**src/rtl/exc_entry_pkg.sv**
```systemverilog
// Shared constants and types for the entry controller.
// Assumes a 32-bit status word with control bits at positions 28..30.
package exc_entry_pkg;
    localparam int SR_BL_BIT = 28;
    localparam int SR_RB_BIT = 29;
    localparam int SR_MD_BIT = 30;

    localparam logic [11:0] CODE_ILLEGAL      = 12'h180;
    localparam logic [11:0] CODE_SLOT_ILLEGAL = 12'h1A0;
    localparam logic [11:0] CODE_TRAP         = 12'h160;
    localparam logic [11:0] IRQ_OFFSET        = 12'h600;

    localparam logic [31:0] PC_RESET    = 32'hA000_0000;
    localparam logic [31:0] SR_RESET    = 32'h7000_00F0;
    localparam logic [31:0] FPSCR_RESET = 32'h0004_0001;

    typedef enum logic [1:0] {
        EV_NONE = 2'd0,
        EV_EXC  = 2'd1,
        EV_IRQ  = 2'd2
    } ev_kind_t;
endpackage

```
**src/rtl/exc_entry_sel.sv**
```systemverilog
// Chooses which event, if any, is taken this cycle and the code/offset to use.
// Assumes the exception request is already qualified by the core.
module exc_entry_sel
    import exc_entry_pkg::*;
#(
    parameter int CODE_W = 12
) (
    input  logic              exc_req,
    input  logic [CODE_W-1:0] exc_code,
    input  logic [CODE_W-1:0] exc_off,
    input  logic              irq_req,
    input  logic [CODE_W-1:0] irq_code,
    input  logic              in_slot,
    input  logic              sr_bl,
    output ev_kind_t          kind,
    output logic [CODE_W-1:0] ev_code,
    output logic [CODE_W-1:0] ev_off
);
    // Exception first, then an unblocked interrupt outside a delay slot.
    always_comb begin
        kind    = EV_NONE;
        ev_code = exc_code;
        ev_off  = exc_off;
        if (exc_req) begin
            kind = EV_EXC;
            if (exc_code == CODE_W'(CODE_ILLEGAL) && in_slot)
                ev_code = CODE_W'(CODE_SLOT_ILLEGAL);
        end else if (irq_req && !in_slot && !sr_bl) begin
            kind    = EV_IRQ;
            ev_code = irq_code;
            ev_off  = CODE_W'(IRQ_OFFSET);
        end
    end
endmodule

```
**src/rtl/exc_pc_seq.sv**
```systemverilog
// Current/next PC pair with delay-slot flag.
// Assumes at most one of entry, branch, step acts; entry wins, then branch.
module exc_pc_seq
    import exc_entry_pkg::*;
#(
    parameter int DATA_W = 32
) (
    input  logic              clk,
    input  logic              rst_n,
    input  logic              enter,
    input  logic [DATA_W-1:0] enter_pc,
    input  logic              br_req,
    input  logic [DATA_W-1:0] br_target,
    input  logic              step,
    output logic [DATA_W-1:0] pc,
    output logic [DATA_W-1:0] npc,
    output logic              in_slot
);
    localparam logic [DATA_W-1:0] INSN_BYTES = DATA_W'(2);

    // Advance, branch or vector the PC pair.
    always_ff @(posedge clk) begin
        if (!rst_n) begin
            pc      <= DATA_W'(PC_RESET);
            npc     <= DATA_W'(PC_RESET) + INSN_BYTES;
            in_slot <= 1'b0;
        end else if (enter) begin
            pc      <= enter_pc;
            npc     <= enter_pc + INSN_BYTES;
            in_slot <= 1'b0;
        end else if (br_req) begin
            pc      <= npc;
            npc     <= br_target;
            in_slot <= 1'b1;
        end else if (step) begin
            pc      <= npc;
            npc     <= npc + INSN_BYTES;
            in_slot <= 1'b0;
        end
    end


    branch_slot_chk: assert property (@(posedge clk) disable iff (!rst_n)
        (br_req && !enter) |=> (in_slot && pc == $past(npc)));
endmodule

```
**src/rtl/exc_ctl_regs.sv**
```systemverilog
// Status word, shadows, event codes, vector base and bank-swap pulse.
// Assumes kind comes from exc_entry_sel in the same cycle.
module exc_ctl_regs
    import exc_entry_pkg::*;
#(
    parameter int DATA_W = 32,
    parameter int CODE_W = 12,
    parameter int IMM_W  = 8
) (
    input  logic              clk,
    input  logic              rst_n,
    input  ev_kind_t          kind,
    input  logic [CODE_W-1:0] ev_code,
    input  logic [IMM_W-1:0]  trap_imm,
    input  logic [DATA_W-1:0] pc,
    input  logic [DATA_W-1:0] r15,
    input  logic              sr_wr,
    input  logic [DATA_W-1:0] sr_wdata,
    input  logic              vbr_wr,
    input  logic [DATA_W-1:0] vbr_wdata,
    output logic [DATA_W-1:0] sr,
    output logic [DATA_W-1:0] ssr,
    output logic [DATA_W-1:0] spc,
    output logic [DATA_W-1:0] sgr,
    output logic [CODE_W-1:0] expevt,
    output logic [CODE_W-1:0] intevt,
    output logic [IMM_W-1:0]  tra,
    output logic [DATA_W-1:0] vbr,
    output logic [DATA_W-1:0] fpscr,
    output logic              bank_swap
);
    localparam logic [DATA_W-1:0] ENTRY_MASK = (DATA_W'(1) << SR_MD_BIT) |
                                               (DATA_W'(1) << SR_RB_BIT) |
                                               (DATA_W'(1) << SR_BL_BIT);
    localparam logic [DATA_W-1:0] EXC_RET_ADJ = DATA_W'(2);

    logic [DATA_W-1:0] sr_next;
    logic              entering;

    assign entering = (kind != EV_NONE);

    // Next status word: forced bits on entry, else software write.
    always_comb begin
        sr_next = sr;
        if (entering)   sr_next = sr | ENTRY_MASK;
        else if (sr_wr) sr_next = sr_wdata;
    end

    // Status word and bank-change pulse.
    always_ff @(posedge clk) begin
        if (!rst_n) begin
            sr        <= DATA_W'(SR_RESET);
            bank_swap <= 1'b0;
        end else begin
            sr        <= sr_next;
            bank_swap <= sr_next[SR_RB_BIT] ^ sr[SR_RB_BIT];
        end
    end

    // Shadow copies and event codes captured on entry.
    always_ff @(posedge clk) begin
        if (!rst_n) begin
            ssr    <= '0;
            spc    <= '0;
            sgr    <= '0;
            expevt <= '0;
            intevt <= '0;
            tra    <= '0;
        end else if (entering) begin
            ssr <= sr;
            sgr <= r15;
            if (kind == EV_EXC) begin
                spc    <= pc + EXC_RET_ADJ;
                expevt <= ev_code;
                if (ev_code == CODE_W'(CODE_TRAP)) tra <= trap_imm;
            end else begin
                spc    <= pc;
                intevt <= ev_code;
            end
        end
    end

    // Vector base and FP status word.
    always_ff @(posedge clk) begin
        if (!rst_n) begin
            vbr   <= '0;
            fpscr <= DATA_W'(FPSCR_RESET);
        end else if (!entering && vbr_wr) begin
            vbr <= vbr_wdata;
        end
    end


    entry_sr_bits_chk: assert property (@(posedge clk) disable iff (!rst_n)
        (kind != EV_NONE) |=> (sr[SR_MD_BIT] && sr[SR_RB_BIT] && sr[SR_BL_BIT]));

    shadow_sr_chk: assert property (@(posedge clk) disable iff (!rst_n)
        (kind != EV_NONE) |=> (ssr == $past(sr)));

    bank_swap_chk: assert property (@(posedge clk) disable iff (!rst_n)
        bank_swap |-> (sr[SR_RB_BIT] != $past(sr[SR_RB_BIT])));
endmodule

```
**src/rtl/exc_entry_ctrl.sv**
```systemverilog
// Top of the exception/interrupt entry controller: selects the event,
// drives the PC pair and the control registers. Assumes one instruction
// outcome per cycle from the core.
module exc_entry_ctrl
    import exc_entry_pkg::*;
#(
    parameter int DATA_W = 32,
    parameter int CODE_W = 12,
    parameter int IMM_W  = 8
) (
    input  logic              clk,
    input  logic              rst_n,
    input  logic              exc_req,
    input  logic [CODE_W-1:0] exc_code,
    input  logic [CODE_W-1:0] exc_off,
    input  logic [IMM_W-1:0]  trap_imm,
    input  logic              irq_req,
    input  logic [CODE_W-1:0] irq_code,
    input  logic              step,
    input  logic              br_req,
    input  logic [DATA_W-1:0] br_target,
    input  logic              sr_wr,
    input  logic [DATA_W-1:0] sr_wdata,
    input  logic              vbr_wr,
    input  logic [DATA_W-1:0] vbr_wdata,
    input  logic [DATA_W-1:0] r15,
    output logic [DATA_W-1:0] pc,
    output logic [DATA_W-1:0] npc,
    output logic              in_slot,
    output logic [DATA_W-1:0] sr,
    output logic [DATA_W-1:0] ssr,
    output logic [DATA_W-1:0] spc,
    output logic [DATA_W-1:0] sgr,
    output logic [CODE_W-1:0] expevt,
    output logic [CODE_W-1:0] intevt,
    output logic [IMM_W-1:0]  tra,
    output logic [DATA_W-1:0] vbr,
    output logic [DATA_W-1:0] fpscr,
    output logic              bank_swap
);
    ev_kind_t          kind;
    logic [CODE_W-1:0] ev_code;
    logic [CODE_W-1:0] ev_off;
    logic [DATA_W-1:0] enter_pc;

    exc_entry_sel #(.CODE_W(CODE_W)) u_sel (
        .exc_req (exc_req),
        .exc_code(exc_code),
        .exc_off (exc_off),
        .irq_req (irq_req),
        .irq_code(irq_code),
        .in_slot (in_slot),
        .sr_bl   (sr[SR_BL_BIT]),
        .kind    (kind),
        .ev_code (ev_code),
        .ev_off  (ev_off)
    );

    // Handler address: base plus zero-extended offset.
    assign enter_pc = vbr + DATA_W'(ev_off);

    exc_pc_seq #(.DATA_W(DATA_W)) u_pc (
        .clk      (clk),
        .rst_n    (rst_n),
        .enter    (kind != EV_NONE),
        .enter_pc (enter_pc),
        .br_req   (br_req),
        .br_target(br_target),
        .step     (step),
        .pc       (pc),
        .npc      (npc),
        .in_slot  (in_slot)
    );

    exc_ctl_regs #(.DATA_W(DATA_W), .CODE_W(CODE_W), .IMM_W(IMM_W)) u_regs (
        .clk      (clk),
        .rst_n    (rst_n),
        .kind     (kind),
        .ev_code  (ev_code),
        .trap_imm (trap_imm),
        .pc       (pc),
        .r15      (r15),
        .sr_wr    (sr_wr),
        .sr_wdata (sr_wdata),
        .vbr_wr   (vbr_wr),
        .vbr_wdata(vbr_wdata),
        .sr       (sr),
        .ssr      (ssr),
        .spc      (spc),
        .sgr      (sgr),
        .expevt   (expevt),
        .intevt   (intevt),
        .tra      (tra),
        .vbr      (vbr),
        .fpscr    (fpscr),
        .bank_swap(bank_swap)
    );


    exc_vector_chk: assert property (@(posedge clk) disable iff (!rst_n)
        (exc_req) |=> (pc == $past(vbr) + DATA_W'($past(exc_off)) && npc == pc + DATA_W'(2)));

    irq_vector_chk: assert property (@(posedge clk) disable iff (!rst_n)
        (kind == EV_IRQ) |=> (pc == $past(vbr) + DATA_W'(IRQ_OFFSET) && !in_slot));

    irq_blocked_chk: assert property (@(posedge clk) disable iff (!rst_n)
        (sr[SR_BL_BIT] || in_slot) |-> (kind != EV_IRQ));
endmodule

```
**config.mk**
```make
export PLATFORM = sky130hd
export DESIGN_NAME = exc_entry_ctrl
export DESIGN_NICKNAME = d
export VERILOG_FILES = /design/src/rtl/exc_entry_pkg.sv /design/src/rtl/exc_entry_sel.sv /design/src/rtl/exc_pc_seq.sv /design/src/rtl/exc_ctl_regs.sv /design/src/rtl/exc_entry_ctrl.sv
export SDC_FILE = /design/constraint.sdc
export NUM_CORES = 1
export LEC_CHECK = 0
export CELL_PAD_IN_SITES_DETAIL_PLACEMENT = 1
export CELL_PAD_IN_SITES_GLOBAL_PLACEMENT = 1
export CORE_ASPECT_RATIO = 2
export CORE_UTILIZATION = 35
export CTS_CLUSTER_SIZE = 14
export DETAILED_ROUTE_END_ITERATION = 8
export MAX_ROUTING_LAYER = met4
export PLACE_DENSITY = 0.95
export RECOVER_POWER = 25
export SLEW_MARGIN = 20
export SYNTH_ARGS = -nofsm -noshare
export SYNTH_HDL_FRONTEND = slang
export SYNTH_SLANG_ARGS = --single-unit
```
**constraint.sdc**
```tcl
create_clock -name clk -period 11.39 [get_ports clk]
set_input_delay 2.278 -clock clk [delete_from_list [all_inputs] [get_ports clk]]
set_output_delay 2.278 -clock clk [all_outputs]
set_load 0.02 [all_outputs]
```
==> impl_metrics.toml, run 1 <==
[power_and_ir_drop]
intPower_uw = 1660
power.net_switching_uw = 697
ir_worst_vdd_mv = 0.0920
p_seq_share_pct = 43.1
power.leakage_uw = 0.00686
netSwitchingFraction_pct = 29.6
powerDensity_nw_per_um2 = 128
clkPwrFrac_pct = 36.6
p_comb_share_pct = 20.3

[timing]
rsz0062_at_grt = "no"
final_hold_viol_count = 0
drv_slew = 60
maxSlewHeadroom_pct = -36.7
finalWorstPathRequiredPeriod_ps = 7440
tightestPinTransition_ps = 2040
tns_ps = 0
finalClockSkew_ps = 17.4
setup_viol = 0
post-route-period-util_pct = 65.3
fmax_mhz = 134

[cts]
htreeDepth = 1
clockBufferDepth = 3
cts-root-buf = "clkbuf_16"
tritoncts = "yes"
post_cts_buffers = 0
cts_resized = 0
ctsHoldBuffers = 0
clock_latency_ps = 550
cts.sinks = 258
clk_pin_slew_ps = 60
cts_made_buffers = 26

[place]
port_buffers = 437
place_congestion = 0.926
dpl.cell_count = 2452
hpwlAfterDp_mm = 41.5

[logic_synthesis]
ys_seq_area_share_pct = 39.6
yosys-top-cells-area = "dfxtp_1 (40%), nand2_1 (11%), a21oi_1 (6.4%)"
synth_cell_types = 93
synth_area_per_cell_um2 = 7.86
synth-seq-cells = 258
synth_edf_count = 0
async_reset_ff_share_pct = 0
synth_ff_type = "dfxtp_1"
yosysTopAreaCell = "dfxtp_1"
syn_inst = 1658
ys_warn_count = 0
syn-cell-area_um2 = 13000
yosysTopAreaCellShare_pct = 39.6

[critical_path]
rr_worst_depth = 15
path_depth = 7
path_buf_inv = 3
path_cells = "dlygate4sd3_1 -> clkbuf_1 -> clkinvlp_2 -> nor2_1 -> nand4_1 -> o311ai_0 -> nor2_1"
critical_path.top_delay_family = "buffers and inverters"
crit_slowest_cell = "clkinvlp_2"
cpMostUsedCell = "nor2_1"
arrival_ps = 7850
path_class = "input pin to flop"
setup.worst_path.end_class = "flop"
startpoint_type = "input pin"
critPathRequiredTime_ps = 11810
cp_max_fo = 59
slowest_delay_ps = 2080

[outcome]
failed_checks = "DRC, capacitance limit, slew limit"
status = "complete, but fails checks"

[routing]
wl_mm = 53.6
num_vias = 13800
ant_nets = 0
wl_per_cell_um = 21.5
routed_via_density = 5.52
drtPass1Iterations = 7
drcViolationCount = 74
drt_iter0_drc = 645

[final_layout]
finalNonFillerCells = 2497
layout.nets = 2222
final_common_cell = "nand2_1"
layout_common_cells = "nand2_1 (382), clkdlybuf4s50_1 (342), dfxtp_1 (258)"
drive_gt1_share_pct = 5.29
diodes = 0
area_delta_synth_final_pct = 41.0
fin_util_pct = 50.3

[grt]
grt-ovfl-total = 0
grt_pass1_vias = 14500
grt_first_pass_wirelength_mm = 80.9
grt_usage_pct = 27.9
grt_max_degree = 94
antenna_found_initial = 0

[worst_hold_path]
holdPathStages = 2
min_path_type = "flop to flop"

[die]
core_um2 = 36500
io_pins = 470
placement_rows = 99
die-area_um2 = 38100
die_height_um = 275
die_w_um = 138
start_util_pct = 35.7

[flow_run]
drv_cap = 1
==> cells by family after synthesis <==
group                      Yosys count  share of synthesized area (%)
AOI/OAI and AO/OA                  371                           18.4
buffers and inverters              156                           5.52
adders and majority gates           16                           1.59
DFF                                258                           39.6
other                                2                         0.0576
and+or+nand+nor                    734                           26.1
muxes                               36                           2.78
xor gates and xnor gates            85                           5.88
==> state kept, by name (all words and copies together), names as in the netlist <==
register and count:
u_pc.npc 32, u_pc.pc 32, u_regs.sgr 32, u_regs.spc 32, u_regs.sr 32, u_regs.ssr 32
u_regs.vbr 32, u_regs.expevt 12, u_regs.intevt 12, u_regs.tra 8, u_pc.in_slot 1, u_regs.bank_swap 1
==> cell usage after synthesis, types with 18 or more instances <==
library cell  count
a211oi_1         52
a21oi_1         166
a311oi_1         25
and2_1           26
buf_4            34
clkbuf_1         91
dfxtp_1         258
mux2i_1          34
nand2_1         384
nand3_1          47
nand4_1          26
nor2_1          135
nor3_1           18
o211ai_1         22
o21ai_0          48
xnor2_1          42
xor2_1           40
==> worst reg2reg max path, cell delays in order, from the launching register on <==
cell and delay [ps]:
dfxtp_1 400, nor3b_1 550, nand2b_1 640, and2_1 400, ha_1 190, inv_1 70
fa_1 190, and2b_1 220, o2111ai_1 390, a21boi_2 230, o31ai_1 390, mux2i_1 350
nand4_1 320, nor4_4 470, mux2i_1 230, o21ai_0 100
==> per-layer routing <==
metal | up-vias | wire length (µm) | track usage [%]
met2 | 566 | 28500 | 51.9
met1 | 6570 | 18200 | 26.0
li1 | 6417 | - | -
met4 | 0 | 4050 | 20.7
met5 | - | 0 | -
met3 | 221 | 2920 | 3.95
==> metrics by stage <==
step / setup slack [ps] / hold WS [ps] / total power, µW / instance area (µm²)
4_1_cts: 4340 / 455 / 2380 / 18400
3_3_place_gp: 3970 / 437 / 1500 / 17500
5_1_grt: 3550 / 469 / 2440 / 18400
2_1_floorplan: 5550 / 462 / 1270 / 13100
3_5_place_dp: 3780 / 446 / 1510 / 17500
6_report: 3950 / 450 / 2350 / 18400
==> power groups by stage <==
stage	logic (µW)	clock network [µW]	registers, µW
after CTS	484	881	1010
after global routing	509	915	1020
final	478	862	1010
after detailed placement	480	0	1030
after global placement	466	0	1030
after floorplan	200	0	1070
==> worst paths after layout <==
path	start	end	slack, ps
worst max-delay path	rst_n	u_pc.npc[29]	3950
worst min-delay path	u_regs.ssr[9]	u_regs.ssr[9]	450
worst max register to register	u_regs.sr[28]	u_pc.npc[27]	6130
worst min register to register	u_regs.ssr[9]	u_regs.ssr[9]	450
==> cell type report <==
cell class              instances  area [µm²]
clock buffers                  39         781
inverters                      16        61.3
repair buffers                450        4460
multi-input cells            1274        7280
fillers                      4342       18200
well taps                     454         568
clock inverters                 6        61.3
flip-flops and latches        258        5160
Note: power is estimated with default switching activity, not from simulation.
==> run 2: changes to the inputs <==
--- a/config.mk
+++ b/config.mk
@@ -8,11 +8,11 @@
 export CELL_PAD_IN_SITES_DETAIL_PLACEMENT = 1
 export CELL_PAD_IN_SITES_GLOBAL_PLACEMENT = 1
 export CORE_ASPECT_RATIO = 2
-export CORE_UTILIZATION = 35
+export CORE_UTILIZATION = 32
 export CTS_CLUSTER_SIZE = 14
 export DETAILED_ROUTE_END_ITERATION = 8
 export MAX_ROUTING_LAYER = met4
-export PLACE_DENSITY = 0.95
+export PLACE_DENSITY = 0.91
 export RECOVER_POWER = 25
 export SLEW_MARGIN = 20
 export SYNTH_ARGS = -nofsm -noshare
==> constraint.sdc (replaced) <==
create_clock -name clk -period 7.6 [get_ports clk]
set_input_delay 1.52 -clock clk [delete_from_list [all_inputs] [get_ports clk]]
set_output_delay 1.52 -clock clk [all_outputs]
set_load 0.02 [all_outputs]
==> impl_metrics.toml, run 2 (same netlist as run 1, synthesis figures left out) <==
[outcome]
status = "complete, but fails checks"
failed_checks = "capacitance limit, slew limit"

[power_and_ir_drop]
p_seq_share_pct = 42.8
netSwitchingFraction_pct = 30.1
p_comb_share_pct = 20.2
ir_worst_vdd_mv = 0.129
power.leakage_uw = 0.00693
clkPwrFrac_pct = 37.0
power.net_switching_uw = 1070
powerDensity_nw_per_um2 = 192
intPower_uw = 2480

[cts]
htreeDepth = 1
cts_made_buffers = 27
clk_pin_slew_ps = 60
cts_resized = 0
tritoncts = "yes"
cts.sinks = 258
clock_latency_ps = 560
clockBufferDepth = 3
ctsHoldBuffers = 0
post_cts_buffers = 0
cts-root-buf = "clkbuf_16"

[timing]
post-route-period-util_pct = 81.9
rsz0062_at_grt = "no"
hold_ws_ps = 447
finalWorstPathRequiredPeriod_ps = 6230
final_hold_viol_count = 0
maxSlewHeadroom_pct = -37.6
setup_viol = 0
fmax_mhz = 161
finalClockSkew_ps = 15.9
tightestPinTransition_ps = 2060
tns_ps = 0
drv_slew = 67

[critical_path]
critPathRequiredTime_ps = 8020
critical_path.top_delay_family = "simple AND/OR/NAND/NOR gates"
crit_slowest_cell = "dlygate4sd3_1"
arrival_ps = 6650
startpoint_type = "input pin"
setup.worst_path.end_class = "flop"
path_buf_inv = 3
path_cells = "dlygate4sd3_1 -> nor3b_1 -> nand2b_1 -> buf_4 -> and2_1 -> inv_1 -> fa_1 -> and2b_1 -> o2111ai_1 -> a21boi_2 -> o31ai_1 -> mux2i_1 -> nand4_1 -> nor4_1 -> mux2i_1 -> nand3_1"
path_class = "input pin to flop"
slowest_delay_ps = 520
cp_max_fo = 14
cpMostUsedCell = "mux2i_1"

[place]
dpl.cell_count = 2529
hpwlAfterDp_mm = 42.0
place_congestion = 0.938
port_buffers = 437

[final_layout]
layout_common_cells = "nand2_1 (382), clkdlybuf4s50_1 (311), dfxtp_1 (258)"
finalNonFillerCells = 2575
fill_cells = 4781
layout.nets = 2224
final_common_cell = "nand2_1"
area_delta_synth_final_pct = 41.9
drive_gt1_share_pct = 5.14

[die]
die-area_um2 = 41600
placement_rows = 104
die_height_um = 287
core_um2 = 40200
start_util_pct = 32.4
die_w_um = 145
io_pins = 470

[routing]
num_vias = 13700
routed_via_density = 5.31
drtPass1Iterations = 5
drcViolationCount = 0
wl_mm = 54.3
wl_per_cell_um = 21.1
ant_nets = 0
drt_iter0_drc = 474

[grt]
grt.busiest_layer = "met2"
grt_first_pass_wirelength_mm = 80.0
grt_usage_pct = 25.9
grt-ovfl-total = 0
met2_usage_pct = 46.7
grt_pass1_vias = 14000
globalRouteMet3Util_pct = 3.65
grt_max_degree = 161
grtUsageMet1_pct = 24.5
antenna_found_initial = 2

[flow_run]
drv_cap = 2

[worst_hold_path]
min_path_type = "flop to flop"
==> run 2: changes by cell type in the layout (fill, tap and decap cells not counted), sizes merged, moves of 2 or more <==
cell | before | now
dlygate4sd3 | 94 | 125
clkbuf | 40 | 38
diode | 0 | 2
clkdlybuf4s50 | 342 | 311
inv | 14 | 17
==> run 2: area by class of cell <==
type | count | area, µm² | share of cell area (%)
Antenna cell | 2 | 5.00 | 0.0271
Clock buffer | 36 | 729 | 3.94
Clock inverter | 8 | 103 | 0.555
Inverter | 16 | 65.1 | 0.352
Multi-Input combinational cell | 1274 | 7290 | 39.4
Sequential cell | 258 | 5160 | 27.9
Tap cell | 530 | 663 | 3.58
Timing Repair Buffer | 451 | 4480 | 24.2
==> run 2: layer usage <==
layer	share of wire, %	vias up
li1	-	6430
met1	35	6554
met2	52	487
met3	4.5	197
met4	7.7	0
met5	0	-
==> run 2: worst paths after layout <==
kind	endpoint	depth (start not counted)	slack [ps]	start
worst max-delay path	u_pc.npc[30]	16	1370	irq_req
worst min-delay path	u_regs.sgr[0]	2	450	u_regs.sgr[0]
worst max register to register	u_pc.npc[30]	15	2420	u_pc.in_slot
worst min register to register	u_regs.sgr[0]	2	450	u_regs.sgr[0]
==> run 2: worst min-delay path, stage by stage, from the launching register on <==
cell and delay (ps):
dfxtp_1 300, nand2_1 50, a21oi_1 50
==> run 2: stage by stage <==
stage	area (µm²)	total power, µW	setup slack (ps)	utilization (%)
after floorplan	13100	1910	2520	-
after global placement	17700	2250	1180	43.9
after detailed placement	17700	2270	988	43.9
after CTS	18500	3600	1470	46.0
after global routing	18500	3680	973	46.0
final	18500	3540	1370	46.0
==> run 2: power groups by stage <==
stage | Sequential (µW) | Clock (µW) | Combinational (µW)
floorplan | 1610 | 0 | 300
finish | 1520 | 1310 | 717
global placement | 1540 | 0 | 707
detailed placement | 1550 | 0 | 726
global route | 1530 | 1390 | 767
CTS | 1520 | 1350 | 730
